<file path="src/rtl/split_tier_pkg.sv">
`timescale 1ns/1ps
package split_tier_pkg;

  // Controller phases: nothing granted, or one requester owns the resource.
  typedef enum logic {
    PH_IDLE = 1'b0,
    PH_BUSY = 1'b1
  } arb_phase_e;

  // Tier slots used for the per-tier generate arrays.
  localparam int TIER_HI = 0;
  localparam int TIER_LO = 1;
  localparam int TIERS   = 2;

  localparam int DEF_REQS = 8;

endpackage

</file>
<file path="src/rtl/tier_rr_pick.sv">
`timescale 1ns/1ps
// Rotating search over one tier's candidates, starting after its pointer.
module tier_rr_pick #(
  parameter int N  = 8,
  parameter int IW = (N > 1) ? $clog2(N) : 1
) (
  input  logic [N-1:0]  cand,
  input  logic [IW-1:0] ptr,
  output logic          hit,
  output logic [IW-1:0] win_idx
);

  localparam logic [IW:0] NW = (IW+1)'(N);

  // Index reached k+1 steps after base, wrapped into 0..N-1.
  function automatic logic [IW-1:0] step_idx(input logic [IW-1:0] base, input int k);
    logic [IW:0] s;
    s = {1'b0, base} + (IW+1)'(k) + (IW+1)'(1);
    if (s >= NW) s = s - NW;
    return s[IW-1:0];
  endfunction

  always_comb begin
    hit     = 1'b0;
    win_idx = '0;
    for (int k = 0; k < N; k++) begin
      if (!hit && cand[step_idx(ptr, k)]) begin
        hit     = 1'b1;
        win_idx = step_idx(ptr, k);
      end
    end
  end

  always_comb begin
    if (hit) begin
      p_win_is_cand_r5: assert (cand[win_idx]);
    end
  end

endmodule

</file>
<file path="src/rtl/tier_ptr.sv">
`timescale 1ns/1ps
// Last-served index of one tier.
module tier_ptr #(
  parameter int N  = 8,
  parameter int IW = (N > 1) ? $clog2(N) : 1
) (
  input  logic          clk,
  input  logic          rst_n,
  input  logic          upd,
  input  logic [IW-1:0] new_idx,
  output logic [IW-1:0] ptr
);

  always_ff @(posedge clk or negedge rst_n) begin
    if (!rst_n)   ptr <= '0;
    else if (upd) ptr <= new_idx;
  end

endmodule

</file>
<file path="src/rtl/grant_ctrl.sv">
`timescale 1ns/1ps
// Idle/busy controller holding the registered grant.
module grant_ctrl
  import split_tier_pkg::*;
#(
  parameter int N = 8
) (
  input  logic         clk,
  input  logic         rst_n,
  input  logic [N-1:0] req,
  input  logic [N-1:0] done,
  input  logic [N-1:0] next_oh,
  output logic [N-1:0] grant,
  output logic         load_evt
);

  arb_phase_e   phase_q, phase_d;
  logic [N-1:0] grant_d;
  logic         any_req;
  logic         finish;
  logic         release_evt;

  assign any_req = |req;
  assign finish  = |(done & grant);

  always_comb begin
    phase_d     = phase_q;
    grant_d     = grant;
    load_evt    = 1'b0;
    release_evt = 1'b0;
    unique case (phase_q)
      PH_IDLE: begin
        if (any_req) begin
          load_evt = 1'b1;
          grant_d  = next_oh;
          phase_d  = PH_BUSY;
        end
      end
      PH_BUSY: begin
        if (finish) begin
          if (any_req) begin
            load_evt = 1'b1;
            grant_d  = next_oh;
          end else begin
            release_evt = 1'b1;
            grant_d     = '0;
            phase_d     = PH_IDLE;
          end
        end
      end
      default: phase_d = PH_IDLE;
    endcase
  end

  always_ff @(posedge clk or negedge rst_n) begin
    if (!rst_n) begin
      phase_q <= PH_IDLE;
      grant   <= '0;
    end else begin
      phase_q <= phase_d;
      grant   <= grant_d;
    end
  end

  p_onehot_r2: assert property (@(posedge clk) disable iff (!rst_n)
    $onehot0(grant));

  p_start_r3: assert property (@(posedge clk) disable iff (!rst_n)
    (phase_q == PH_IDLE && any_req) |=> (grant != '0));

  p_hold_r6: assert property (@(posedge clk) disable iff (!rst_n)
    (grant != '0 && (done & grant) == '0) |=> (grant == $past(grant)));

  p_chain_r7: assert property (@(posedge clk) disable iff (!rst_n)
    (phase_q == PH_BUSY && (done & grant) != '0 && any_req) |=> (grant != '0));

  p_release_r8: assert property (@(posedge clk) disable iff (!rst_n)
    release_evt |=> (grant == '0));

  p_idle_empty_r8: assert property (@(posedge clk) disable iff (!rst_n)
    (phase_q == PH_IDLE) |-> (grant == '0));

endmodule

</file>
<file path="src/rtl/split_tier_arbiter.sv">
`timescale 1ns/1ps
// Two-tier arbiter: strict priority between tiers, rotation inside each.
module split_tier_arbiter
  import split_tier_pkg::*;
#(
  parameter int N  = DEF_REQS,
  parameter int IW = (N > 1) ? $clog2(N) : 1
) (
  input  logic         clk,
  input  logic         rst_n,
  input  logic [N-1:0] req_i,
  input  logic [N-1:0] done_i,
  input  logic [N-1:0] hi_mask_i,
  output logic [N-1:0] grant_o
);

  logic [N-1:0]  tier_cand [TIERS];
  logic [IW-1:0] tier_ptr_q [TIERS];
  logic [IW-1:0] tier_idx [TIERS];
  logic [TIERS-1:0] tier_hit;
  logic [TIERS-1:0] tier_upd;

  logic          sel_hi;
  logic [IW-1:0] sel_idx;
  logic [N-1:0]  next_oh;
  logic          load_evt;

  assign tier_cand[TIER_HI] = req_i & hi_mask_i;
  assign tier_cand[TIER_LO] = req_i & ~hi_mask_i;

  genvar g;
  generate
    for (g = 0; g < TIERS; g++) begin : g_tier
      tier_rr_pick #(.N(N), .IW(IW)) u_pick (
        .cand    (tier_cand[g]),
        .ptr     (tier_ptr_q[g]),
        .hit     (tier_hit[g]),
        .win_idx (tier_idx[g])
      );
      tier_ptr #(.N(N), .IW(IW)) u_ptr (
        .clk     (clk),
        .rst_n   (rst_n),
        .upd     (tier_upd[g]),
        .new_idx (tier_idx[g]),
        .ptr     (tier_ptr_q[g])
      );
    end
  endgenerate

  // Strict priority between tiers.
  assign sel_hi  = tier_hit[TIER_HI];
  assign sel_idx = sel_hi ? tier_idx[TIER_HI] : tier_idx[TIER_LO];
  assign next_oh = (tier_hit != '0) ? (N'(1) << sel_idx) : '0;

  // Only the tier that supplied the winner advances its pointer.
  assign tier_upd[TIER_HI] = load_evt & sel_hi;
  assign tier_upd[TIER_LO] = load_evt & ~sel_hi & tier_hit[TIER_LO];

  grant_ctrl #(.N(N)) u_ctrl (
    .clk      (clk),
    .rst_n    (rst_n),
    .req      (req_i),
    .done     (done_i),
    .next_oh  (next_oh),
    .grant    (grant_o),
    .load_evt (load_evt)
  );

  p_grant_requested_r2: assert property (@(posedge clk) disable iff (!rst_n)
    load_evt |=> ((grant_o & $past(req_i)) != '0));

  p_hi_wins_r4: assert property (@(posedge clk) disable iff (!rst_n)
    (load_evt && (req_i & hi_mask_i) != '0) |=> ((grant_o & $past(hi_mask_i)) != '0));

  p_hi_ptr_kept_r9: assert property (@(posedge clk) disable iff (!rst_n)
    (!(load_evt && sel_hi)) |=> $stable(tier_ptr_q[TIER_HI]));

  p_lo_ptr_kept_r9: assert property (@(posedge clk) disable iff (!rst_n)
    (!(load_evt && !sel_hi)) |=> $stable(tier_ptr_q[TIER_LO]));

endmodule

</file>
<file path="config.mk">
export PLATFORM = sky130hd
export DESIGN_NAME = split_tier_arbiter
export DESIGN_NICKNAME = d
export VERILOG_FILES = /design/src/rtl/split_tier_pkg.sv /design/src/rtl/tier_rr_pick.sv /design/src/rtl/tier_ptr.sv /design/src/rtl/grant_ctrl.sv /design/src/rtl/split_tier_arbiter.sv
export SDC_FILE = /design/constraint.sdc
export NUM_CORES = 1
export LEC_CHECK = 0
export BUFFER_PORTS_ARGS = -buffer_cell sky130_fd_sc_hd__buf_2
export CAP_MARGIN = 20
export CORE_MARGIN = 5
export CORE_UTILIZATION = 40
export DETAILED_ROUTE_END_ITERATION = 10
export PLACE_DENSITY = 0.69
export SETUP_SLACK_MARGIN = 0.3
export SYNTH_ARGS = -nofsm -noshare
export SYNTH_HDL_FRONTEND = slang
export SYNTH_HIERARCHICAL = 1
export SYNTH_SLANG_ARGS = --single-unit
</file>
<file path="constraint.sdc">
create_clock -name clk -period 3.8 [get_ports clk]
set_input_delay 0.19 -clock clk [delete_from_list [all_inputs] [get_ports clk]]
set_output_delay 0.19 -clock clk [all_outputs]
set_load 0.03 [all_outputs]
</file>
==> results of run 1 <==
[flip-flops by register name, indices dropped and copies added, names as in the netlist]
name and cells:
u_ctrl/phase_q 1, u_ctrl/grant 8, g_tier.u_ptr/ptr 6
[tightest hold or removal path, delay by kind of cell]
kind	cells	cell delay [ns]
buffers and inverters	1	0.09
and+or+nand+nor	3	0.25
[layout make-up]
cell class / instances / area [um2]
Sequential cell: 15 / 382.9
Multi-Input combinational cell: 325 / 2873
Clock buffer: 4 / 45.04
Timing Repair Buffer: 75 / 520.5
Inverter: 12 / 62.56
Tap cell: 102 / 127.6
Fill cell: 689 / 3636
[cells in the mapped netlist, drive strengths merged, types with 4 or more instances]
cell type	count
clkbuf	8
o21ai	32
nand3	6
nand2b	5
dfrtp	15
a22oi	12
or3b	6
inv	10
mux2	18
nor4	6
or4	4
o31ai	6
o211ai	4
a311oi	4
buf	7
and3	5
nor2	14
and2	15
nand3b	4
xor2	6
and4	8
nand4	10
nor3	15
mux2i	30
a31oi	7
a21oi	10
mux4	12
o2111ai	4
nand2	30
ha	6
nor2b	10
a22o	8
[layer usage]
metal / share of wire [%] / vias up / global-route usage (%)
met3: 8.0 / 22 / 1.500
li1: - / 1605 / -
met1: 42 / 1656 / 26.41
met5: 0 / - / 0
met2: 48 / 195 / 28.85
met4: 1.9 / 0 / 4.727
[cells by family (layout without fill, tap and decap cells)]
family                     Yosys count  after routing
AOI/OAI and AO/OA                  109            109
and+or+nand+nor                    141            141
xor gates and xnor gates             8              8
buffers and inverters               27             91
adders and majority gates            6              6
DFF                                 15             15
muxes                               60             61
[path summary, 6_finish.rpt]
path | from | endpoint | slack, ns | depth (start not counted)
min in group asynchronous | rst_n | u_ctrl/grant[3] | 0.37 | 2
worst max register to register | g_tier[1].u_ptr/ptr[0] | u_ctrl/grant[1] | 0.26 | 11
worst max-delay path | g_tier[1].u_ptr/ptr[0] | u_ctrl/grant[1] | 0.26 | 11
worst min register to register | u_ctrl/grant[3] | u_ctrl/grant[3] | 0.53 | 1
worst min-delay path | req_i[4] | u_ctrl/phase_q | 0.31 | 4
max in group asynchronous | rst_n | g_tier[0].u_ptr/ptr[1] | 3.16 | 2
[metrics by stage]
| stage | setup WS [ns] | cells |
|---|---|---|
| finish | 0.2557 | 533 |
| floorplan | 0.3054 | 366 |
| CTS | 0.3090 | 518 |
| detailed placement | 0.1927 | 508 |
| global placement | 0.2787 | 508 |
| global route | 0.1230 | 533 |
[what timing repair did]
action / 4_1_cts / 5_1_grt
hold endpoints to repair: 15 / 0
pin swaps: 1 / 15
buffers inserted: 5 / 13
endpoints found under the setup margin: 6 / 9
resized for setup: 4 / 49
hold buffers: 1 / 0
gates cloned: 0 / 2
==> metrics.md, run 1 <==
| Metric | Value |
|---|---|
| Status | finished, final reports clean |
| Row cnt | 32 |
| Post-Synth XOR/XNOR Area | 2.731% |
| WP buf/inv | 1 |
| DIE HEIGHT | 98.26 um |
| Skew final | 0.001011 ns |
| CP required | between 3 and 4 ns |
| Global-route wire length before repair | 15140 um |
| CP Capture Type | flip-flop |
| RSZ-0062 raised after global routing | yes |
| Fraction of the mapped netlist area in adder cells | 2.410% |
| Setup TNS | 0 ns |
| Fraction of registers with async set/reset | 100.0% |
| Worst Tran Pin Value | 0.6659 ns |
| Post-Synth Simple-Gate Area | 27.07% |
| Main synth FF type | dfrtp_1 |
| CTS buffer count | 3 |
| DRC errors left | 0 |
| Commonest non-fill, non-tap cells in the layout | buf_4 (37), buf_2 (33), o21ai_0 (32), nand2_1 (29), mux2i_1 (24) |
| Die area | 9654 um2 |
| Netlist cell types | 61 |
| Die span in x | 98.26 um |
| Final Hold Viols | 0 |
| Diode count | 0 |
| Area leader, netlist | dfrtp_1 |
| Post-placement cell area | 3525 um2 |
| WHS | 0.3128 ns |
| Util after Layout | between 50 and 60% |
| Via Count | 3478 |
| DP HPWL | about 7000 um |
| Crit path cell chain | buf_12, mux2_4, or4_4, and4_4, a31oi_4, nand4_4, or3b_4, o211ai_1, or3b_4, a22oi_2, a22o_1 |
| Worst path most repeated cell | or3b_4 |
| Combinational family with the most area after synthesis | simple AND/OR/NAND/NOR gates |
| Most common cell after layout, fill and taps aside | buf_4 |
| Clock sink count | 15 |
| Mux contribution to synthesized area | 25.06% |
| Vias in the first global route | approximately 3000 |
| CP Class | reg -> reg |
| GRT overflow | 0 |
| Min Tclk post-route | 3.544 ns |
| Mean Syn Cell Area | 8.512 um2 |
| Placer Congestion | approximately 0.95 |
| Syn_nets | 398 |
| Sequential fraction of the synthesis area | between 10 and 15% |
| H-tree depth | 1 |
| F_max | 0.2821 GHz |
| Antenna Violating Nets Remaining | 0 |
| Crit-path slowest cell | or4_4 |
| Hold WC Path Type | in -> reg |
| Synth area leaders | dfrtp_1 (12%), mux2i_1 (9.6%), mux4_2 (8.7%) |
| Critical path fanouts, max | 6 |
| Layout cells sized above 1 | 39.44% |
| Worst-Skew Late Latency | 0.25 ns |
| Initial core utilization | 40.74% |
| Number of flops mapped to enable cells by yosys | 0 |
| GRT Util Overall | approximately 18% |
| CP arrival | around 3.7 ns |
| Worst path top cell family by delay | simple AND/OR/NAND/NOR gates |
| Final net count | ~460 |
| Avg WL per Cell | 18.76 um |
| Clock slew at reported path FFs | about 0.06 ns |
| Synthesized instance count | 366 |
| CTS root buffer | clkbuf_8 |
| Initial antenna violation count | 0 |
| Post-synthesis compound-gate area fraction | 26.14% |
| Area grow syn2layout | 28.76% |
| DRT Pass-1 Iters | 6 |
| Final period utilization | 93.27% |
| Final Max Slew Viols | 0 |
| Routed WL | 9997 um |
| Largest net degree at the start of global routing | 20 |
| I/O Pins | 34 |
| CP peak stage delay | 0.53 ns |
| Critical Path Source Type | flip-flop |
| IO Port Bufs | 33 |
| Vias per cell | 6.525 |
| Synthesized area | 3115 um2 |
| Relative slew slack | 55.51% |
| CTS tree | built |
| Max-cap violations | 0 |
| Detailed Route Iter0 Violations | around 430 |
| Core Footprint | 7647 um2 |
| Register bit count reported by yosys | 15 |
| Final setup violation count | 0 |
| Yosys warnings | 6 |
| Clock Path Buffers | 2 |
| Area fraction of the dominant cell type after synthesis | 12.05% |
| Fin area | 4011 um2 |
Power of run 1 is left out: the tool's default activity adds up to more than one toggle a clock period on the data nets, which glitch-free logic cannot reach.
==> run 2, diff against run 1 <==
Settings changed: RECOVER_POWER set to 100.
==> run 2 against run 1 <==
Against the previous run:
- worst hold slack worse by 0.0014 ns
- routed wire length down 0.12%
- critical endpoint is now u_ctrl/grant[0]
- via count up 0.52%
- critical path type unchanged
- setup slack worse by 0.020 ns
- largest cell class unchanged
- sequential share of layout area about the same
- non-clock buffer count unchanged
==> metrics.md, run 2 (same netlist as run 1, synthesis figures left out) <==
| Metric | Value |
|---|---|
| Clock sink count | 15 |
| Area grow syn2layout | 28.35% |
| Most common cell after layout, fill and taps aside | buf_4 |
| CP arrival | ~3.8 ns |
| Critical path fanouts, max | 8 |
| Critical Path Source Type | flip-flop |
| F_max | 0.2806 GHz |
| Final Max Slew Viols | 0 |
| Reg-to-reg startpoint | g_tier[0].u_ptr/ptr[0] |
| CTS buffer count | 3 |
| Worst Tran Pin Value | 0.7771 ns |
| Reg2reg path depth | 11 |
| Worst path top cell family by delay | simple AND/OR/NAND/NOR gates |
| Diode count | 0 |
| Placer Congestion | roughly 0.95 |
| Antenna Violating Nets Remaining | 0 |
| Final net count | 464 |
| Layout cells sized above 1 | a little under two fifths |
| Avg WL per Cell | 18.73 um |
| GRT Util Overall | 18.11% |
| Worst path most repeated cell | or3b_4 |
| Crit. path cell count | 11 |
| Max FFs per register | 8 |
| IO Port Bufs | 33 |
| Top flop regs | u_ctrl/grant (8), g_tier.u_ptr/ptr (6), u_ctrl/phase_q (1) |
| Relative slew slack | between 40% and 50% |
| Post-placement cell area | roughly 3500 um2 |
| Die area | 9654 um2 |
| Status | finished, final reports clean |
| CP Class | reg -> reg |
| Critical R2R Capture | u_ctrl/grant[0] |
| Initial antenna violation count | 0 |
| Commonest non-fill, non-tap cells in the layout | buf_4 (37), o21ai_0 (32), nand2_1 (29), mux2i_1 (24), buf_2 (24) |
| Detailed Route Iter0 Violations | 475 |
| Initial core utilization | 40.74% |
| Core Footprint | 7647 um2 |
| DRC errors left | 0 |
| CP peak stage delay | 0.57 ns |
| I/O Pins | 34 |
| WP buf/inv | 1 |
| Critical path launch point | g_tier[0].u_ptr/ptr[0] |
| Global-route wire length before repair | 15140 um |
| Die span in x | ~98 um |
| Fin area | 3999 um2 |
| Biggest register | u_ctrl/grant |
| CP required | 3.99 ns |
| CTS tree | built |
| Hold WC Path Type | in -> reg |
| DP HPWL | 7023 um |
| Max-cap violations | 0 |
| WHS | 0.3114 ns |
| Clock Path Buffers | 2 |
| DIE HEIGHT | 98.26 um |
| Crit-path slowest cell | dfrtp_1 |
| Setup TNS | 0 ns |
| Reg2Reg Setup Slack | 0.24 ns |
| RSZ-0062 raised after global routing | yes |
| CP Capture Type | flip-flop |
| GRT overflow | 0 |
| CTS root buffer | clkbuf_8 |
| Clock slew at reported path FFs | 0.06 ns |
| DRT Pass-1 Iters | 7 |
| Via Count | 3496 |
| Worst-Skew Late Latency | roughly 0.25 ns |
| Row cnt | 32 |
| Fillcell total | 696 |
| Largest net degree at the start of global routing | 20 |
| Vias per cell | between 6 and 7 |
| Skew final | 0.0007082 ns |
| CP Capture Point | u_ctrl/grant[0] |
| Final period utilization | between 90% and 100% |
| Final Hold Viols | 0 |
| Final setup violation count | 0 |
| Crit path cell chain | buf_6, mux2_4, or4_1, and4_4, a31oi_4, nand4_4, or3b_4, o221a_4, or3b_4, a22oi_1, a22o_1 |
| Min Tclk post-route | 3.564 ns |
| Vias in the first global route | 3043 |
| H-tree depth | 1 |
| Routed WL | 9985 um |
[run 2: changes by cell type in the layout (fill, tap and decap cells not counted)]
cell,previous run,this run
dfrtp_1,9,10
dfrtp_2,6,5
clkbuf_1,1,10
buf_2,33,24
[run 2: layout make-up]
class	instances	area, um2	share of cell area, %
inverters	12	62.56	1.564
clock buffers	4	45.04	1.126
flip-flops and latches	15	381.6	9.543
well taps	102	127.6	3.191
multi-input cells	325	2873	71.84
repair buffers	75	509.2	12.73
[run 2: routing by layer]
layer | vias up | global-route usage, % | share of wire (%)
met3 | 26 | 1.500 | 8.2
met5 | - | 0 | 0
li1 | 1611 | - | -
met4 | 0 | 4.727 | 2.1
met1 | 1657 | 26.41 | 42
met2 | 202 | 28.85 | 48
[run 2: timing repair]
| item | in CTS | in global routing |
|---|---|---|
| gates resized for setup | 4 | 49 |
| setup buffers | 5 | 13 |
| hold buffers | 1 | 0 |
| gates cloned | 0 | 2 |
| pin swaps | 1 | 15 |
| endpoints found under the hold margin | 15 | 0 |
| endpoints found under the setup margin | 6 | 9 |
[run 2: tightest hold or removal path, cell delays in order]
cell and delay [ns]:
buf_2 0.09, or4_4 0.15, nor2_4 0.05, nand2_1 0.05
[run 2: through the flow]
stage / worst slack (ns) / util, % / std cells
after floorplan: 0.3054 / - / 366
after global placement: 0.2787 / 46.09 / 508
after detailed placement: 0.1927 / 46.09 / 508
after CTS: 0.3090 / 47.40 / 518
after global routing: 0.1054 / 52.29 / 533
final: 0.2357 / 52.29 / 533
[run 2: how the worst min path moves through the flow]
stage                                        end  cells after the start      from  slack [ns]
after CTS                         u_ctrl/phase_q                      4  req_i[2]        0.31
final                             u_ctrl/phase_q                      4  req_i[4]        0.31
after global placement            u_ctrl/phase_q                      1     rst_n        0.12
after global routing              u_ctrl/phase_q                      4  req_i[6]        0.32
after floorplan           g_tier[0].u_ptr/ptr[0]                      0     rst_n       -0.11
after detailed placement          u_ctrl/phase_q                      1     rst_n        0.11
Power of run 2 is left out for the same reason.
==> run 3, diff against run 2 <==
Settings changed: PLACE_DENSITY 0.69 to 0.67, TNS_END_PERCENT set to 20.
Clock period 3.8 ns to 4.4 ns, I/O delays scaled along.
==> run 3 against run 2 <==
Against the previous run:
- cell area down 14%
- global-route usage up 0.20 points
- first-iteration DRC count down 54%
- non-clock buffer count down 31
- register-to-register slack better by 0.20 ns
- sequential share of layout area up 1.4 points
- count of clock-buffer cells in the layout unchanged
- die area unchanged
- fmax down 10%
- highest routed layer unchanged
==> metrics.md, run 3 (same netlist as run 1, synthesis figures left out) <==
| Metric | Value |
|---|---|
| DP HPWL | 7097 um |
| CTS buffer count | 3 |
| Critical path fanouts, max | 11 |
| Die area | approximately 9700 um2 |
| Placer Congestion | between 0.9 and 1 |
| Diode count | 0 |
| Status | finished, final reports clean |
| Critical path launch point | g_tier[1].u_ptr/ptr[0] |
| Reg-to-reg startpoint | g_tier[1].u_ptr/ptr[0] |
| Worst Tran Pin Value | a little under 0.8 ns |
| GRT overflow | 0 |
| Core Footprint | 7647 um2 |
| Vias in the first global route | 3040 |
| Most common cell after layout, fill and taps aside | o21ai_0 |
| DIE HEIGHT | roughly 98 um |
| Relative slew slack | between 40% and 50% |
| Via Count | 3248 |
| Biggest register | u_ctrl/grant |
| Final Hold Viols | 0 |
| Clock Path Buffers | 2 |
| Dpl ws | 0.5399 ns |
| Setup bufs post-CTS | 0 |
| Avg WL per Cell | 18.17 um |
| Fin area | ~3400 um2 |
| Skew final | 0.002887 ns |
| DRT Pass-1 Iters | 5 |
| RSZ-0062 raised after global routing | no |
| Vias per cell | 6.483 |
| Antenna Violating Nets Remaining | 0 |
| GRT Util Overall | between 15 and 20% |
| CTS root buffer | clkbuf_8 |
| Layout cells sized above 1 | 21.80% |
| Min Tclk post-route | a little under 4 ns |
| Largest net degree at the start of global routing | 22 |
| Global-route wire length before repair | 15150 um |
| Commonest non-fill, non-tap cells in the layout | o21ai_0 (32), nand2_1 (30), mux2i_1 (30), buf_2 (24), mux2_2 (16) |
| Hold WC Path Type | in -> reg |
| Row cnt | 32 |
| CP Capture Type | flip-flop |
| Top flop regs | u_ctrl/grant (8), g_tier.u_ptr/ptr (6), u_ctrl/phase_q (1) |
| F_max | 0.2523 GHz |
| Max FFs per register | 8 |
| Max-cap violations | 0 |
| DRC errors left | 0 |
| Initial antenna violation count | 0 |
| Final period utilization | 90.08% |
| CP Class | reg -> reg |
| Final setup violation count | 0 |
| Detailed Route Iter0 Violations | about 220 |
| Final net count | 432 |
| Routed WL | between 9000 and 10000 um |
| Final setup margin | around 0.44 ns |
| Die span in x | 98.26 um |
| IO Port Bufs | 33 |
| Area grow syn2layout | 10.00% |
| CP required | 4.59 ns |
| H-tree depth | 1 |
| Final Max Slew Viols | 0 |
| Min-delay src | req_i[4] |
| Clock slew at reported path FFs | 0.06 ns |
| Setup TNS | 0 ns |
| CP arrival | about 4.2 ns |
| Initial core utilization | 40.74% |
| Post-placement cell area | 3387 um2 |
| Worst-Skew Late Latency | roughly 0.24 ns |
| I/O Pins | 34 |
| Critical Path Source Type | flip-flop |
| Clock sink count | 15 |
| CTS tree | built |
[run 3: cell count changes in the layout (fill, tap and decap cells not counted), sizes merged]
cell / before / now
clkbuf: 14 / 13
mux4: 13 / 12
clkinv: 2 / 1
clkinvlp: 0 / 1
buf: 64 / 34
[run 3: critical path: stages, from the launching register on]
cell and delay (ns):
dfrtp_1 0.37, inv_2 0.11, ha_1 0.49, clkinvlp_2 0.37, a2111oi_0 0.39, nand2_1 0.17
a31oi_4 0.31, nand4_2 0.17, or3b_4 0.43, o211ai_1 0.34, or3b_1 0.41, a22oi_1 0.19
a22o_1 0.15
[run 3: worst paths after layout]
path | endpoint | slack (ns) | depth (start not counted)
max | u_ctrl/grant[1] | 0.44 | 12
min | u_ctrl/phase_q | 0.35 | 4
max reg2reg | u_ctrl/grant[1] | 0.44 | 12
min reg2reg | u_ctrl/grant[7] | 0.53 | 1
max in group asynchronous | g_tier[0].u_ptr/ptr[1] | 3.34 | 2
min in group asynchronous | u_ctrl/grant[2] | 0.58 | 2
[run 3: repair_timing]
action	in CTS	in global routing
endpoints found under the hold margin	15	0
endpoints found under the setup margin	0	4
gates resized for setup	0	2
hold buffers	1	0
[run 3: cell type report]
cell class	count	area [um2]
Inverter	12	46.29
Timing Repair Buffer	44	239.0
Fill cell	758	4220
Sequential cell	15	375.4
Clock buffer	4	45.04
Multi-Input combinational cell	324	2594
Tap cell	102	127.6
[run 3: per-stage QoR]
step	hold slack (ns)	util, %	cells
2_1_floorplan	-0.07559	-	366
5_1_grt	0.3705	44.81	501
3_3_place_gp	0.1376	44.29	496
4_1_cts	0.3549	45.01	501
3_5_place_dp	0.1448	44.29	496
6_report	0.3549	44.81	501
[run 3: layer usage]
| layer | up-vias | wire length (um) | global-route usage, % |
|---|---|---|---|
| met2 | 143 | 4158 | 28.32 |
| met1 | 1540 | 4174 | 26.87 |
| met4 | 0 | 157 | 5.777 |
| met5 | - | 0 | 0 |
| li1 | 1540 | - | - |
| met3 | 25 | 613 | 1.714 |
Power of run 3 is left out for the same reason.
